`src/rtl/pdl_pkg.sv`:
```
package pdl_pkg;

  typedef enum logic {
    REC_PACKETIZED = 1'b0,
    REC_OTHER      = 1'b1
  } rec_mode_e;

  function automatic logic [15:0] sat_inc16(input logic [15:0] v);
    return (v == 16'hFFFF) ? v : v + 16'd1;
  endfunction

endpackage

```
`src/rtl/pdl_limit_reg.sv`:
```
module pdl_limit_reg #(
  parameter int LIMIT_W = 16
) (
  input  logic               clk,
  input  logic               rst,
  input  logic               wr_en,
  input  logic [LIMIT_W-1:0] wr_data,
  output logic [LIMIT_W-1:0] limit
);
  // Only the hard reset reaches this register; the soft reset is not wired in.
  always_ff @(posedge clk) begin
    if (rst)        limit <= '0;
    else if (wr_en) limit <= wr_data;
  end
endmodule

```
`src/rtl/pdl_prescaler.sv`:
```
module pdl_prescaler #(
  parameter int DIV = 500
) (
  input  logic clk,
  input  logic rst,
  input  logic clr,
  input  logic run,
  output logic tick
);
  generate
    if (DIV <= 1) begin : g_pass
      assign tick = run & ~clr;
    end else begin : g_div
      localparam int CW = $clog2(DIV);
      localparam logic [CW-1:0] LAST = CW'(DIV - 1);
      logic [CW-1:0] cnt;

      assign tick = run & ~clr & (cnt == LAST);

      always_ff @(posedge clk) begin
        if (rst || clr || !run) cnt <= '0;
        else if (cnt == LAST)   cnt <= '0;
        else                    cnt <= cnt + 1'b1;
      end
    end
  endgenerate
endmodule

```
`src/rtl/pdl_elapsed.sv`:
```
module pdl_elapsed #(
  parameter int LIMIT_W = 16
) (
  input  logic               clk,
  input  logic               rst,
  input  logic               clr,
  input  logic               tick,
  output logic [LIMIT_W-1:0] count_next
);
  localparam logic [LIMIT_W-1:0] MAXV = '1;
  logic [LIMIT_W-1:0] count_q;

  // Saturating: the count stops at the all-ones value.
  assign count_next = (count_q == MAXV) ? count_q : count_q + 1'b1;

  always_ff @(posedge clk) begin
    if (rst || clr) count_q <= '0;
    else if (tick)  count_q <= count_next;
  end
endmodule

```
`src/rtl/pdl_fire.sv`:
```
module pdl_fire #(
  parameter int LIMIT_W = 16
) (
  input  logic               clk,
  input  logic               rst,
  input  logic               clr,
  input  logic               tick,
  input  logic               enable,
  input  logic [LIMIT_W-1:0] count_next,
  input  logic [LIMIT_W-1:0] limit,
  output logic               fire
);
  logic fired_q;
  logic hit;

  // The compare uses >=, so a limit lowered below the count fires on the next tick.
  assign hit = tick & enable & ~clr & ~fired_q &
               (limit != '0) & (count_next >= limit);

  always_ff @(posedge clk) begin
    if (rst) begin
      fire    <= 1'b0;
      fired_q <= 1'b0;
    end else begin
      fire    <= hit;
      fired_q <= clr ? 1'b0 : (fired_q | hit);
    end
  end
endmodule

```
`src/rtl/pkt_duration_limiter.sv`:
```
module pkt_duration_limiter
  import pdl_pkg::*;
#(
  parameter int LIMIT_W      = 16,
  parameter int CLK_PER_10US = 500
) (
  input  logic               clk,
  input  logic               rst,
  input  logic               mon_soft_rst,
  input  logic               cfg_mode_bit,
  input  logic               host_wr_en,
  input  logic [LIMIT_W-1:0] host_wr_data,
  output logic [LIMIT_W-1:0] host_rd_data,
  input  logic               pkt_start,
  input  logic               pkt_close,
  output logic               finalize_req
);
  logic               open_q;
  logic               tmr_clr;
  logic               tick;
  logic               enable;
  logic [LIMIT_W-1:0] limit;
  logic [LIMIT_W-1:0] count_next;
  rec_mode_e          mode;

  assign mode    = rec_mode_e'(cfg_mode_bit);
  assign enable  = open_q & (mode == REC_PACKETIZED);
  assign tmr_clr = mon_soft_rst | pkt_start | pkt_close;

  // Packet-open state. A start wins over a close in the same cycle.
  always_ff @(posedge clk) begin
    if (rst || mon_soft_rst) open_q <= 1'b0;
    else if (pkt_start)      open_q <= 1'b1;
    else if (pkt_close)      open_q <= 1'b0;
  end

  pdl_limit_reg #(.LIMIT_W(LIMIT_W)) u_reg (
    .clk(clk), .rst(rst), .wr_en(host_wr_en),
    .wr_data(host_wr_data), .limit(limit)
  );

  pdl_prescaler #(.DIV(CLK_PER_10US)) u_pre (
    .clk(clk), .rst(rst), .clr(tmr_clr), .run(open_q), .tick(tick)
  );

  pdl_elapsed #(.LIMIT_W(LIMIT_W)) u_cnt (
    .clk(clk), .rst(rst), .clr(tmr_clr | ~open_q),
    .tick(tick), .count_next(count_next)
  );

  pdl_fire #(.LIMIT_W(LIMIT_W)) u_fire (
    .clk(clk), .rst(rst), .clr(tmr_clr), .tick(tick),
    .enable(enable), .count_next(count_next), .limit(limit),
    .fire(finalize_req)
  );

  assign host_rd_data = limit;
endmodule

```
`config.mk`:
```
export PLATFORM = sky130hd
export DESIGN_NAME = pkt_duration_limiter
export DESIGN_NICKNAME = d
export VERILOG_FILES = /design/src/rtl/pdl_pkg.sv /design/src/rtl/pdl_limit_reg.sv /design/src/rtl/pdl_prescaler.sv /design/src/rtl/pdl_elapsed.sv /design/src/rtl/pdl_fire.sv /design/src/rtl/pkt_duration_limiter.sv
export SDC_FILE = /design/constraint.sdc
export NUM_CORES = 1
export LEC_CHECK = 0
export ABC_AREA = 1
export BUFFER_PORTS_ARGS = -buffer_cell sky130_fd_sc_hd__buf_4
export CAP_MARGIN = 15
export CORE_ASPECT_RATIO = 0.7
export CORE_MARGIN = 4
export CORE_UTILIZATION = 25
export DETAILED_ROUTE_END_ITERATION = 8
export HOLD_SLACK_MARGIN = 0.06
export PLACE_DENSITY = 0.46
export SLEW_MARGIN = 20
export SYNTH_ARGS = -nofsm -noshare
export SYNTH_HDL_FRONTEND = slang
export SYNTH_HIERARCHICAL = 1
export SYNTH_SLANG_ARGS = --single-unit
export TNS_END_PERCENT = 10
```
`constraint.sdc`:
```
create_clock -name clk -period 2.4 [get_ports clk]
set_input_delay 0.24 -clock clk [delete_from_list [all_inputs] [get_ports clk]]
set_output_delay 0.24 -clock clk [all_outputs]
set_load 0.01 [all_outputs]
```
==> impl_metrics.py <==
metrics = {
    "placement": {
        "place_area_sq_um": 3440,
        "portBuffers": 39,
        "gp_congestion": 0.807,
        "dp_hpwl_mm": 5.63,
    },
    "final_layout": {
        "nFillCells": 1219,
        "fin_util_pct": 33.3,
        "diodes": 0,
        "syn2layout_area_growth_pct": 27.9,
        "stdcell_area_sq_um": 3720,
        "layout.nets": 542,
        "seqCellArea_sq_um": 893,
        "multi_input_area_sq_um": 1700,
        "layout-drive-gt1-share_pct": 24.6,
    },
    "die": {
        "die_h_um": 98.2,
        "initial_core_util_pct": 26.0,
        "fp.dieArea_sq_um": 13400,
        "ios": 40,
        "die_width_um": 137,
        "core-area_sq_um": 11200,
        "num_rows": 32,
    },
    "clock_network": {
        "cts_max_level": 2,
        "cts_buffer_depth": 2,
        "clkTransAtPathRegs_ps": 60,
        "cts_buffers": 5,
        "worst_skew_pair.late_latency_ps": 290,
        "cts_tree": "yes",
        "root_buffer": "clkbuf_16",
        "cts_sinks": 44,
    },
    "sta": {
        "relSlewSlack_pct": 60.2,
        "drv_slew": 0,
        "setup_violations": 0,
        "hold_ws_ps": 155,
        "period_share_pct": 93.3,
        "hold_viol": 0,
        "fin_crit_ps": 2240,
        "clock_skew_ps": 3.17,
        "clock.fmax_mhz": 446,
        "tightestPinTransition_ps": 597,
    },
    "critical_path": {
        "cp.arrival_ps": 2420,
        "start_kind": "register",
        "cp_max_fo": 5,
        "end_kind": "register",
        "required_ps": 2580,
        "critPathKind": "reg -> reg",
    },
    "route": {
        "wirelength_mm": 7.28,
        "first_pass_iters": 4,
        "drt-initial-drc-count": 173,
        "ant_nets": 0,
        "vias": 2733,
        "drc": 0,
        "post_drt_wl_per_cell_um": 11.2,
        "viasPerCell": 4.19,
    },
    "synth": {
        "synth.area.top_cells": "dfxtp_1, nand2_1, inv_1",
        "synthArstFlopShare_pct": 0,
        "synth_edf_count": 0,
        "yosysWarnings": 6,
        "syn_avg_cell_area_sq_um": 6.52,
        "synth.distinct_cells": 30,
        "synthesis.nets": 488,
        "synth_top_area_share_pct": 30.3,
        "syn_area_sq_um": 2910,
        "syn_inst": 446,
        "synth_seq_area_share_pct": 30.3,
        "synth_top_flop_cell": "dfxtp_1",
        "yosys.area.top_type": "dfxtp_1",
        "synth-seq-cells": 44,
        "synth_most_common_cell": "nand2_1",
        "synth_common_cells": "nand2_1, inv_1, nor2_1",
    },
    "flow_run": {
        "cap_violations": 0,
    },
    "status": {
        "status": "completed",
    },
    "min_path": {
        "hold_class": "in -> reg",
    },
    "global_route": {
        "grt_overflow_total": 0,
        "antenna_found_initial": 0,
        "grt_pass1_vias": 2601,
        "grt_usage_pct": 11.2,
        "grt_max_degree": 33,
        "grt_pass1_wl_mm": 12.2,
    },
    "power": {
        "p_leak_nw": 1.89,
        "p_total_w": 0.00171,
        "ir_drop_mv": 0.242,
        "p_per_area_nw_per_um2": 459,
    },
}
## cells by family after synthesis
family                   count (synthesis)  synth area share (%)
flip-flops                              44                  30.3
adder cells (fa/ha/maj)                 19                  8.18
AND/OR/NAND/NOR                        236                  37.0
XOR/XNOR                                 6                  1.81
AO/OA/AOI/OAI                           46                  9.21
buffers and inverters                   95                  13.6
## metal layers
layer,track usage (%),vias to the layer above,routed length [um]
li1,-,1476,-
met1,16.7,1207,3990
met2,15.9,41,2840
met3,3.09,9,354
met4,2.91,0,85
met5,0,-,0
## repair_timing
action	CTS	global route
setup endpoints to repair	0	2
gates resized for setup	0	26
hold buffers	0	0
buffers inserted	0	3
## cell type report
| class | instances | area share [%] |
|---|---|---|
| clock buffers | 5 | 3.36 |
| clock inverters | 1 | 0.807 |
| inverters | 86 | 8.75 |
| multi-input cells | 307 | 45.8 |
| flip-flops and latches | 44 | 24.0 |
| well taps | 153 | 5.15 |
| repair buffers | 56 | 12.1 |
## placed cells by master, fill, tap and decap left out, drive strengths merged
master	instances
nor2	86
nand3	28
or2	1
xor2	2
bufinv	1
buf	55
o21a	1
nor3	2
xnor2	4
o21bai	2
ha	19
clkbuf	6
nand4	9
a21oi	24
dfxtp	44
nand2	110
o21ai	19
inv	86
## state kept, by name (all words and copies together), names as in the netlist
| register | cells |
|---|---|
| u_reg/limit | 16 |
| u_cnt/count_q | 16 |
| open_q | 1 |
| u_fire/fired_q | 1 |
| u_fire/fire | 1 |
| u_pre/g_div.cnt | 9 |
## path summary, 6_finish.rpt
check | startpoint | endpoint | slack, ps | cells after the start
worst max-delay path | u_cnt/count_q[0] | u_fire/fired_q | 160 | 20
worst min-delay path | rst | u_fire/fire | 150 | 2
worst max register to register | u_cnt/count_q[0] | u_fire/fired_q | 160 | 20
worst min register to register | u_fire/fired_q | u_fire/fired_q | 470 | 2
## critical path, stage by stage (launching register included)
cell     delay [ps]
dfxtp_4         370
ha_4            140
nand3_2          90
inv_2            90
nand2_4          80
inv_4            80
buf_4           110
nand3_1         120
nand2_1         100
inv_1            50
ha_1            290
nand2_1          60
nor2_1           40
nor2_1           80
nand2_1          60
nand2_1          70
nand2_2          60
nand2_1          70
nand2_2          70
nand2_2          80
a21oi_2          50
## power by group
group	total, W	switching, W	internal (W)
registers	0.000767	0.0000178	0.000749
clock network	0.000759	0.000280	0.000479
logic	0.000183	0.0000980	0.0000849
## per-stage QoR
stage	std cells	setup WS [ps]	TNS, ps
4_1_cts	648	1.68	0
5_1_grt	652	-30.2	-51.3
3_5_place_dp	642	15.5	0
2_1_floorplan	446	309	0
6_report	652	160	0
3_3_place_gp	642	20.7	0
Power figures use the tool's default switching activity.
